[src/rtl/ddr3_init_pkg.sv]
package ddr3_init_pkg;

  typedef enum logic [3:0] {
    PH_RESET, PH_CKE_LOW, PH_XPR, PH_MR2, PH_MR3, PH_MR1, PH_MR0, PH_ZQCL, PH_DONE
  } phase_e;

  // {cs_n, ras_n, cas_n, we_n}
  typedef enum logic [3:0] {
    CMD_MRS = 4'b0000,
    CMD_ZQ  = 4'b0110,
    CMD_NOP = 4'b0111,
    CMD_DES = 4'b1111
  } cmd_e;

  function automatic int ceil_div(int num, int den);
    return (num + den - 1) / den;
  endfunction

  function automatic int max2(int a, int b);
    return (a > b) ? a : b;
  endfunction

  function automatic int trfc_ps(int density_gb);
    case (density_gb)
      1:       return 110000;
      2:       return 160000;
      4:       return 260000;
      default: return 350000;
    endcase
  endfunction

  function automatic int cas_lat(int ck_ps);
    if (ck_ps >= 2500) return 5;
    if (ck_ps >= 1875) return 7;
    if (ck_ps >= 1500) return 9;
    if (ck_ps >= 1250) return 11;
    return 13;
  endfunction

  function automatic int cas_wr_lat(int ck_ps);
    if (ck_ps >= 2500) return 5;
    if (ck_ps >= 1875) return 6;
    if (ck_ps >= 1500) return 7;
    if (ck_ps >= 1250) return 8;
    return 9;
  endfunction

  function automatic int wr_code(int ck_ps);
    int wr;
    wr = max2(5, ceil_div(15000, ck_ps));
    if (wr > 8 && (wr % 2) != 0) wr = wr + 1;
    if (wr > 16) wr = 16;
    if (wr <= 8) return wr - 4;
    if (wr == 16) return 0;
    return wr / 2;
  endfunction

  function automatic logic [15:0] mr0_bits(int ck_ps);
    logic [15:0] v;
    int cl;
    cl      = cas_lat(ck_ps);
    v       = '0;
    v[11:9] = 3'(wr_code(ck_ps));
    v[8]    = 1'b1;
    v[6:4]  = 3'(cl - 4);
    v[2]    = (cl >= 12);
    return v;
  endfunction

  function automatic logic [15:0] mr2_bits(int ck_ps);
    logic [15:0] v;
    v      = '0;
    v[5:3] = 3'(cas_wr_lat(ck_ps) - 5);
    return v;
  endfunction

endpackage

[src/rtl/ddr3_init_timer.sv]
module ddr3_init_timer #(
  parameter int TW       = 8,
  parameter int INIT_VAL = 1
) (
  input  logic          clk,
  input  logic          rst_ni,
  input  logic          load,
  input  logic [TW-1:0] load_val,
  output logic          expired
);

  logic [TW-1:0] cnt_q;
  logic [TW-1:0] cnt_d;

  always_comb begin
    cnt_d = cnt_q;
    if (load)             cnt_d = load_val;
    else if (cnt_q != '0) cnt_d = cnt_q - 1'b1;
  end

  always_ff @(posedge clk or negedge rst_ni) begin
    if (!rst_ni) cnt_q <= TW'(INIT_VAL);
    else         cnt_q <= cnt_d;
  end

  assign expired = (cnt_q == '0);

  // an expired count is held until the next load
  a_r3_hold_at_zero: assert property (@(posedge clk) disable iff (!rst_ni)
    (!load && expired) |=> expired);

  // a load that is not zero takes the timer out of the expired state
  a_r3_load_restarts: assert property (@(posedge clk) disable iff (!rst_ni)
    (load && load_val != '0) |=> !expired);

endmodule

[src/rtl/ddr3_init_fsm.sv]
module ddr3_init_fsm
  import ddr3_init_pkg::*;
#(
  parameter int RST_CYC  = 4,
  parameter int CKE_CYC  = 4,
  parameter int TXPR_CYC = 5,
  parameter int TMRD_CYC = 4,
  parameter int TMOD_CYC = 12,
  parameter int TZQ_CYC  = 512,
  parameter int TW       = 8
) (
  input  logic   clk,
  input  logic   rst_ni,
  output phase_e phase,
  output logic   fresh
);

  phase_e        ph_q, ph_d;
  logic          fresh_q;
  logic          load;
  logic [TW-1:0] load_val;
  logic          expired;

  ddr3_init_timer #(.TW(TW), .INIT_VAL(RST_CYC - 1)) u_timer (
    .clk      (clk),
    .rst_ni   (rst_ni),
    .load     (load),
    .load_val (load_val),
    .expired  (expired)
  );

  always_comb begin
    ph_d = ph_q;
    case (ph_q)
      PH_RESET:   if (expired) ph_d = PH_CKE_LOW;
      PH_CKE_LOW: if (expired) ph_d = PH_XPR;
      PH_XPR:     if (expired) ph_d = PH_MR2;
      PH_MR2:     if (expired) ph_d = PH_MR3;
      PH_MR3:     if (expired) ph_d = PH_MR1;
      PH_MR1:     if (expired) ph_d = PH_MR0;
      PH_MR0:     if (expired) ph_d = PH_ZQCL;
      PH_ZQCL:    if (expired) ph_d = PH_DONE;
      PH_DONE:    ph_d = PH_DONE;
      default:    ph_d = PH_RESET;
    endcase
  end

  always_comb begin
    load = (ph_d != ph_q);
    case (ph_d)
      PH_CKE_LOW:              load_val = TW'(CKE_CYC - 1);
      PH_XPR:                  load_val = TW'(TXPR_CYC - 1);
      PH_MR2, PH_MR3, PH_MR1:  load_val = TW'(TMRD_CYC - 1);
      PH_MR0:                  load_val = TW'(TMOD_CYC - 1);
      PH_ZQCL:                 load_val = TW'(TZQ_CYC - 1);
      default:                 load_val = '0;
    endcase
  end

  always_ff @(posedge clk or negedge rst_ni) begin
    if (!rst_ni) begin
      ph_q    <= PH_RESET;
      fresh_q <= 1'b0;
    end else begin
      ph_q    <= ph_d;
      fresh_q <= load;
    end
  end

  assign phase = ph_q;
  assign fresh = fresh_q;

  // bank-2 load phase is only reached from the exit-reset wait
  a_r4_mr2_after_xpr: assert property (@(posedge clk) disable iff (!rst_ni)
    (ph_q == PH_MR2 && fresh_q) |-> $past(ph_q) == PH_XPR);

  // strict load order 2 -> 3 -> 1 -> 0
  a_r6_mr3_after_mr2: assert property (@(posedge clk) disable iff (!rst_ni)
    (ph_q == PH_MR3 && fresh_q) |-> $past(ph_q) == PH_MR2);
  a_r6_mr1_after_mr3: assert property (@(posedge clk) disable iff (!rst_ni)
    (ph_q == PH_MR1 && fresh_q) |-> $past(ph_q) == PH_MR3);
  a_r6_mr0_after_mr1: assert property (@(posedge clk) disable iff (!rst_ni)
    (ph_q == PH_MR0 && fresh_q) |-> $past(ph_q) == PH_MR1);

  // calibration follows the bank-0 load
  a_r9_zq_after_mr0: assert property (@(posedge clk) disable iff (!rst_ni)
    (ph_q == PH_ZQCL && fresh_q) |-> $past(ph_q) == PH_MR0);

endmodule

[src/rtl/ddr3_init_drive.sv]
module ddr3_init_drive
  import ddr3_init_pkg::*;
#(
  parameter int               ADDR_W  = 14,
  parameter int               BA_W    = 3,
  parameter logic [15:0]      MR0_VAL = '0,
  parameter logic [15:0]      MR1_VAL = '0,
  parameter logic [15:0]      MR2_VAL = '0,
  parameter logic [15:0]      MR3_VAL = '0
) (
  input  logic              clk,
  input  logic              rst_ni,
  input  phase_e            phase,
  input  logic              fresh,
  output logic              mem_rst_n,
  output logic              mem_cke,
  output cmd_e              cmd,
  output logic [BA_W-1:0]   ba,
  output logic [ADDR_W-1:0] addr,
  output logic              done
);

  localparam logic [ADDR_W-1:0] ZQ_ADDR = ADDR_W'(1) << 10;

  logic              rst_n_d, cke_d, done_d;
  cmd_e              cmd_d;
  logic [BA_W-1:0]   ba_d;
  logic [ADDR_W-1:0] addr_d;

  always_comb begin
    rst_n_d = (phase != PH_RESET);
    cke_d   = (phase != PH_RESET) && (phase != PH_CKE_LOW);
    done_d  = (phase == PH_DONE);
    cmd_d   = cke_d ? CMD_NOP : CMD_DES;
    ba_d    = '0;
    addr_d  = '0;
    if (fresh) begin
      case (phase)
        PH_MR2: begin cmd_d = CMD_MRS; ba_d = BA_W'(2); addr_d = ADDR_W'(MR2_VAL); end
        PH_MR3: begin cmd_d = CMD_MRS; ba_d = BA_W'(3); addr_d = ADDR_W'(MR3_VAL); end
        PH_MR1: begin cmd_d = CMD_MRS; ba_d = BA_W'(1); addr_d = ADDR_W'(MR1_VAL); end
        PH_MR0: begin cmd_d = CMD_MRS; ba_d = BA_W'(0); addr_d = ADDR_W'(MR0_VAL); end
        PH_ZQCL: begin cmd_d = CMD_ZQ; addr_d = ZQ_ADDR; end
        default: ;
      endcase
    end
  end

  always_ff @(posedge clk or negedge rst_ni) begin
    if (!rst_ni) begin
      mem_rst_n <= 1'b0;
      mem_cke   <= 1'b0;
      cmd       <= CMD_DES;
      ba        <= '0;
      addr      <= '0;
      done      <= 1'b0;
    end else begin
      mem_rst_n <= rst_n_d;
      mem_cke   <= cke_d;
      cmd       <= cmd_d;
      ba        <= ba_d;
      addr      <= addr_d;
      done      <= done_d;
    end
  end

  // clock enable never high while the device is held in reset
  a_r1_cke_low_in_reset: assert property (@(posedge clk) disable iff (!rst_ni)
    !mem_rst_n |-> !mem_cke);

  // only NOP or Deselect when clock enable rises
  a_r4_idle_at_cke_rise: assert property (@(posedge clk) disable iff (!rst_ni)
    $rose(mem_cke) |-> (cmd == CMD_NOP || cmd == CMD_DES));

  // each command occupies a single cycle followed by NOP
  a_r11_single_cycle_cmd: assert property (@(posedge clk) disable iff (!rst_ni)
    (cmd == CMD_MRS || cmd == CMD_ZQ) |=> cmd == CMD_NOP);

  // ready is sticky until reset
  a_r10_done_sticky: assert property (@(posedge clk) disable iff (!rst_ni)
    done |=> done);

endmodule

[src/rtl/ddr3_init_seq.sv]
module ddr3_init_seq
  import ddr3_init_pkg::*;
#(
  parameter int CK_PS        = 2500,
  parameter int DENSITY_GB   = 4,
  parameter bit FAST_POWERUP = 1'b0,
  parameter int ADDR_W       = 14,
  parameter int BA_W         = 3,
  parameter int MR1_BITS     = 'h0044,
  parameter int TMRD_CYC     = 4,
  parameter int TZQ_CYC      = 512
) (
  input  logic              clk,
  input  logic              rst_ni,
  output logic              ddr_rst_n,
  output logic              ddr_cke,
  output logic              ddr_cs_n,
  output logic              ddr_ras_n,
  output logic              ddr_cas_n,
  output logic              ddr_we_n,
  output logic [BA_W-1:0]   ddr_ba,
  output logic [ADDR_W-1:0] ddr_addr,
  output logic              init_done
);

  localparam int RST_CYC  = FAST_POWERUP ? ceil_div(500000, CK_PS)
                                         : ceil_div(200000000, CK_PS);
  localparam int CKE_CYC  = FAST_POWERUP ? ceil_div(500000, CK_PS)
                                         : ceil_div(500000000, CK_PS);
  localparam int TXPR_CYC = max2(5, ceil_div(trfc_ps(DENSITY_GB) + 10000, CK_PS));
  localparam int TMOD_CYC = max2(12, ceil_div(15000, CK_PS));
  localparam int MAX_CYC  = max2(max2(RST_CYC, CKE_CYC), max2(max2(TXPR_CYC, TMOD_CYC),
                                 max2(TZQ_CYC, TMRD_CYC)));
  localparam int TW       = $clog2(MAX_CYC + 1) + 1;

  localparam logic [15:0] MR0_VAL = mr0_bits(CK_PS);
  localparam logic [15:0] MR2_VAL = mr2_bits(CK_PS);
  localparam logic [15:0] MR1_VAL = 16'(MR1_BITS);

  logic [1:0] sync_q;
  logic       rst_q_n;
  phase_e     phase;
  logic       fresh;
  cmd_e       cmd;

  always_ff @(posedge clk or negedge rst_ni) begin
    if (!rst_ni) sync_q <= 2'b00;
    else         sync_q <= {sync_q[0], 1'b1};
  end
  assign rst_q_n = sync_q[1];

  ddr3_init_fsm #(
    .RST_CYC (RST_CYC),  .CKE_CYC (CKE_CYC),  .TXPR_CYC (TXPR_CYC),
    .TMRD_CYC(TMRD_CYC), .TMOD_CYC(TMOD_CYC), .TZQ_CYC  (TZQ_CYC),
    .TW      (TW)
  ) u_fsm (
    .clk    (clk),
    .rst_ni (rst_q_n),
    .phase  (phase),
    .fresh  (fresh)
  );

  ddr3_init_drive #(
    .ADDR_W (ADDR_W), .BA_W (BA_W),
    .MR0_VAL(MR0_VAL), .MR1_VAL(MR1_VAL), .MR2_VAL(MR2_VAL), .MR3_VAL(16'h0000)
  ) u_drive (
    .clk       (clk),
    .rst_ni    (rst_q_n),
    .phase     (phase),
    .fresh     (fresh),
    .mem_rst_n (ddr_rst_n),
    .mem_cke   (ddr_cke),
    .cmd       (cmd),
    .ba        (ddr_ba),
    .addr      (ddr_addr),
    .done      (init_done)
  );

  assign {ddr_cs_n, ddr_ras_n, ddr_cas_n, ddr_we_n} = cmd;

endmodule

[config.mk]
export PLATFORM = sky130hd
export DESIGN_NAME = ddr3_init_seq
export DESIGN_NICKNAME = d
export VERILOG_FILES = /design/src/rtl/ddr3_init_pkg.sv /design/src/rtl/ddr3_init_timer.sv /design/src/rtl/ddr3_init_fsm.sv /design/src/rtl/ddr3_init_drive.sv /design/src/rtl/ddr3_init_seq.sv
export SDC_FILE = /design/constraint.sdc
export NUM_CORES = 1
export LEC_CHECK = 0
export BUFFER_PORTS_ARGS = -buffer_cell sky130_fd_sc_hd__buf_4
export CORE_UTILIZATION = 51
export DETAILED_ROUTE_END_ITERATION = 12
export GPL_TIMING_DRIVEN = 0
export HOLD_SLACK_MARGIN = 0.1
export PLACE_DENSITY = 0.85
export SLEW_MARGIN = 25
export SYNTH_ARGS = -nofsm -noshare
export SYNTH_HDL_FRONTEND = slang
export SYNTH_SLANG_ARGS = --single-unit
[constraint.sdc]
create_clock -name clk -period 1 [get_ports clk]
set_input_delay 0.2 -clock clk [delete_from_list [all_inputs] [get_ports clk]]
set_output_delay 0.2 -clock clk [all_outputs]
set_load 0.01 [all_outputs]
Yosys cells after proc, flatten, opt, wreduce, memory -nomap -nowiden. Index checks and enable logic that the tools add are counted.

Bits in registers: 50. Input bits: 2. Output and inout bits: 24. Word-level logic and storage cells: 55.

Add/subtract/negate cells: 1. Equality and inequality tests: 17. Multiplexer cells: 19. Reduce and logical (&&, ||, !) cells: 8.

Operators with widths (count): case mux 18 bit (5 select lines) (1); two-way mux 4 bit (10); two-way mux 19 bit (2); case mux 4 bit (9 select lines) (1); case mux 11 bit (3 select lines) (1); == test 4 x 3 -> 1 bit, second input constant (8); logical NOT 19 bit (1); nonzero test 19 bit (1); subtractor 19 x 1 -> 19 bit, second input constant (1); == test 4 x 2 -> 1 bit, second input constant (4); two-way mux 14 bit (1); == test 4 x 1 -> 1 bit, second input constant (2); case mux 4 bit (2 select lines) (1); case mux 2 bit (3 select lines) (1); == test 4 bit, second input constant (1); logical NOT 4 bit (1); != test 4 x 1 -> 1 bit, second input constant (1); != test 4 bit (1); nonzero test 4 bit (1); OR reduction 4 bit (1); two-way mux 3 bit (1); OR reduction 3 bit (1); nonzero test 2 bit (1); logical AND 1 bit (1).

Depth between registers and ports, before layout.
Word-level depth: 7. Depth in mapped cells: 8.

Cells and area by module. A second synthesis with hierarchy kept.

Cells, all modules: 213. Area total of the unflattened synthesis: 2015.7 um2.

Modules (own cells, without submodules): ddr3_init_timer (times used 1, cells an instance 127, area an instance 1131.1 um2, seq. area each 489.2 um2); ddr3_init_drive (times used 1, cells an instance 41, area an instance 495.5 um2, seq. area each 279.0 um2); ddr3_init_fsm (times used 1, cells an instance 42, area an instance 335.3 um2, seq. area each 125.1 um2); ddr3_init_seq (times used 1, cells an instance 3, area an instance 53.8 um2, seq. area each 50.0 um2).

Worst setup path after synthesis. OpenSTA, ideal clock, no wires.

Path type: register -> register. Start: register u_fsm.u_timer.cnt_q[0]. End: register u_fsm.u_timer.cnt_q[3]. Arrival: 1827 ps. Setup slack: -911 ps. Stages on the path, launching flop included: 8. Clock period less this slack: 1911 ps. Cells stage by stage: dfstp_2 > inv_1 > ha_1 > nor3b_2 > and3_1 > a22oi_1 > a21o_1 > a221o_1.

Longest elaborated chain between the ends: 7.

Ends and longest elaborated chain: start: declaration (RTL line ddr3_init_timer.sv:12) `logic [TW-1:0] cnt_q;`; start signal: assignment (RTL line ddr3_init_timer.sv:22) `if (!rst_ni) cnt_q <= TW'(INIT_VAL);`; start signal: assignment (RTL line ddr3_init_timer.sv:23) `else cnt_q <= cnt_d;`; logical NOT 19 bit (RTL line ddr3_init_timer.sv:26) `assign expired = (cnt_q == '0);`; two-way mux 4 bit, or another cell as far along (RTL line ddr3_init_fsm.sv:42) `PH_ZQCL: if (expired) ph_d = PH_DONE;`; case mux 4 bit (9 select lines) (RTL line ddr3_init_fsm.sv:34) `case (ph_q)`; == test 4 x 2 -> 1 bit or == test 4 x 3 -> 1 bit (tied branches) (RTL line ddr3_init_fsm.sv:50) `case (ph_d)`; OR reduction 3 bit (RTL line ddr3_init_fsm.sv:50); case mux 18 bit (5 select lines) (RTL line ddr3_init_fsm.sv:50); two-way mux 19 bit (RTL line ddr3_init_timer.sv:17) `if (load) cnt_d = load_val;`.

Several ways; a longest one is shown, not always the timed one. The select of a mux whose other input is x is not followed. A chain may end at the register's enable or synchronous reset.

Worst setup path after layout.
Start: register u_fsm.u_timer.cnt_q[0]. End: register u_fsm.u_timer.cnt_q[6].

Same word-level chain as after synthesis.

==> metrics <==
drt pass-1 iters=4; Setup WS pre-CTS=-1065 ps; arrival time at the worst endpoint=about 2100 ps; final instance area=3102 um2; Initial Utilization=55.70%; die footprint=slightly above 4000 um2; vias per cell=5.913; RSZ-0062 raised after global routing=yes; GRT met2 Usage=48.27%; drt drc=0; Final Util=roughly nine tenths; sequential area share after synthesis=roughly 50%; asr flop ratio synth=between 90% and 100%; first-pass GRT wire length=around 8.7 mm; clock transition at the registers of the reported paths=about 80 ps; Area growth syn-to-layout=60.56%; Startpoint Class=flop; vias in the first global route=1815; # nets final=approximately 270; failing checks=setup timing; Max H-tree Level=2; register area=between 900 and 1000 um2; Routed Antenna Nets=0; Setup CP Type=flop to flop; minimum clock period=between 1500 and 2000 ps; Synthesis Warnings=0; Die W=between 60 and 70 um; core region area=roughly 3500 um2; post-synth cell types=52; fillers=roughly 140; initial antenna violation count=0; die height=between 60 and 70 um; final slew viol count=0; WHS=217.7 ps; Cell Area, Synth=slightly below 2000 um2; Hold Path Class=input pin to asynchronous set/reset pin; FF+latch count, synth=37; wirelength, routed=between 6 and 7 mm; clock sink count=37; layout cells sized above 1=60.90%; Port Buffer Count=15; maximum VDD drop=815.7 uV; vias=around 1800; GRT busiest layer=met2; Synth Flop Type=dfrtp_1; CP Max Fanout=7; # IOs=26; CTS tree=done; total grt overflow=0; Worst EP required=1220 ps; Worst Skew=7.819 ps; Mapped Cells=around 190; CTS Buf Count=5; Power per Cell Area=roughly 850 nW/um2; met1 Usage GRT=33.10%; Setup violations, final=36; routability cong.=0.8294; LEAKAGE=approximately 1.3 nW; Final Hold Fails=0; GRT Total Usage=slightly below 30%; highest clock rate=slightly above 500 MHz; CTS root buffer=clkbuf_8; Starting DRT DRC Count=roughly 200; Post-DP HPWL=~2.8 mm; status=finished with violations; deepest clock path buffer count=2; Final period util=192.4%; syn avg cell area=10.11 um2; DP Area=around 2200 um2; Worst-Skew Late Latency=about 300 ps; n_diodes=0; GR Util met3=9.964%; critical path endpoint category=flop; largest net degree at the start of global routing=36; final worst slack=-924.2 ps; Site Rows=21; max cap viols=0; wire per inst=between 20 and 25 um; number of flops mapped to enable cells by yosys=0; area of the multi-input gates=about 1200 um2
-- kinds of logic (layout without fill, tap and decap cells) --
kind of cell	after synthesis	in the layout	synth area share, %
AO/OA/AOI/OAI	39	39	14.57
XOR/XNOR	14	14	6.347
adder cells (fa/ha/maj)	1	1	0.6476
buffers and inverters	27	92	8.225
flip-flops	37	37	48.83
multiplexers	1	1	0.5182
other	2	11	0.3887
AND/OR/NAND/NOR	70	71	20.47
-- flip-flops by register name, indices dropped and copies added (netlist names) --
name                 count
u_drive.cmd              3
u_drive.mem_rst_n        1
u_drive.mem_cke          1
u_fsm.u_timer.cnt_q     19
u_drive.done             1
u_fsm.phase              4
u_fsm.fresh              1
u_drive.addr             3
u_drive.ba               2
sync_q                   2
-- synth_stat cells, types with 2 or more instances --
library cell,n,area share (%)
nor4_2,4,2.6
buf_4,13,5.1
nand2b_1,2,0.65
conb_1,2,0.39
nor2_1,17,3.3
xor2_1,3,1.4
a211oi_1,2,0.78
a21oi_1,6,1.6
inv_1,7,1.4
or3_1,3,0.97
nor3_1,8,2.1
nand2_1,17,3.3
o21ai_0,8,2.1
dfstp_2,14,19
o211ai_1,4,1.6
clkbuf_1,5,0.97
a221o_1,3,1.6
and3_1,2,0.65
dfrtp_1,23,30
xnor2_1,11,5.0
nand3_1,6,1.6
-- path summary, 6_finish.rpt --
kind                                                         start                             endpoint  slack, ps  cells after the start
worst max-delay path            u_fsm.u_timer.cnt_q[0]$_DFFE_PN1P_   u_fsm.u_timer.cnt_q[6]$_DFFE_PN1P_       -920                      8
worst min-delay path                                        rst_ni                  sync_q[1]$_DFF_PN0_        220                      2
worst max register to register  u_fsm.u_timer.cnt_q[0]$_DFFE_PN1P_   u_fsm.u_timer.cnt_q[6]$_DFFE_PN1P_       -920                      8
worst min register to register                 sync_q[1]$_DFF_PN0_                u_fsm.fresh$_DFF_PN0_        280                      0
max in group asynchronous                      sync_q[1]$_DFF_PN0_  u_fsm.u_timer.cnt_q[12]$_DFFE_PN1P_        360                      0
min in group clk                               sync_q[0]$_DFF_PN0_                  sync_q[1]$_DFF_PN0_        370                      0
-- layout by cell type (no fill, tap or decap), drive strengths merged, types with 2 or more instances in the layout --
master	n
xnor2	11
clkbuf	8
a211oi	2
nand2	18
conb	11
clkinvlp	2
nor4	5
nand2b	2
nor2	19
o21ai	9
or3	3
xor2	3
inv	7
and3	2
nor3	9
a221o	3
dfstp	14
o211ai	4
a21oi	6
buf	74
nand3	7
dfrtp	23
-- power by group --
group / total (mW) / leakage, nW / internal [mW] / switching [mW]
logic: 0.0557 / 0.871 / 0.0302 / 0.0256
clock network: 1.06 / 0.0374 / 0.491 / 0.566
registers: 1.53 / 0.433 / 1.50 / 0.0267
total: 2.64 / 1.34 / 2.02 / 0.619
-- per-stage QoR --
step | TNS, ps | instances | power (mW)
2_1_floorplan | -15980 | 200 | 1.595
3_3_place_gp | -22940 | 261 | 1.606
3_5_place_dp | -24000 | 261 | 1.607
4_1_cts | -18120 | 297 | 2.627
5_1_grt | -22580 | 312 | 2.754
6_report | -20570 | 312 | 2.643
-- final cells by class --
| class | instances | share of cell area, % |
|---|---|---|
| well taps | 46 | 1.856 |
| clock buffers | 6 | 2.340 |
| plain buffers | 18 | 5.365 |
| clock inverters | 2 | 0.4841 |
| multi-input cells | 137 | 39.01 |
| repair buffers | 59 | 19.36 |
| flip-flops and latches | 37 | 30.66 |
| inverters | 7 | 0.9278 |
-- critical path, stage by stage (launching register included) --
cell	delay [ps]
dfstp_2	390
inv_2	70
ha_4	130
nor3b_4	260
buf_6	170
nand3_4	130
nor2_4	200
o22ai_1	150
a211o_1	320
-- per-layer routing --
metal,wire length [um],share of wire [%]
met3,441,6.9
met5,0,0
met4,317,5.0
met1,2472,39
met2,3144,49
-- what timing repair did --
item | in CTS | in global routing
cloned | 2 | 0
gates resized for setup | 64 | 50
endpoints found under the setup margin | 41 | 49
setup buffers | 26 | 18
pin swaps | 27 | 29
hold buffers | 1 | 0
endpoints found under the hold margin | 2 | 0
Power figures use the tool's default switching activity.
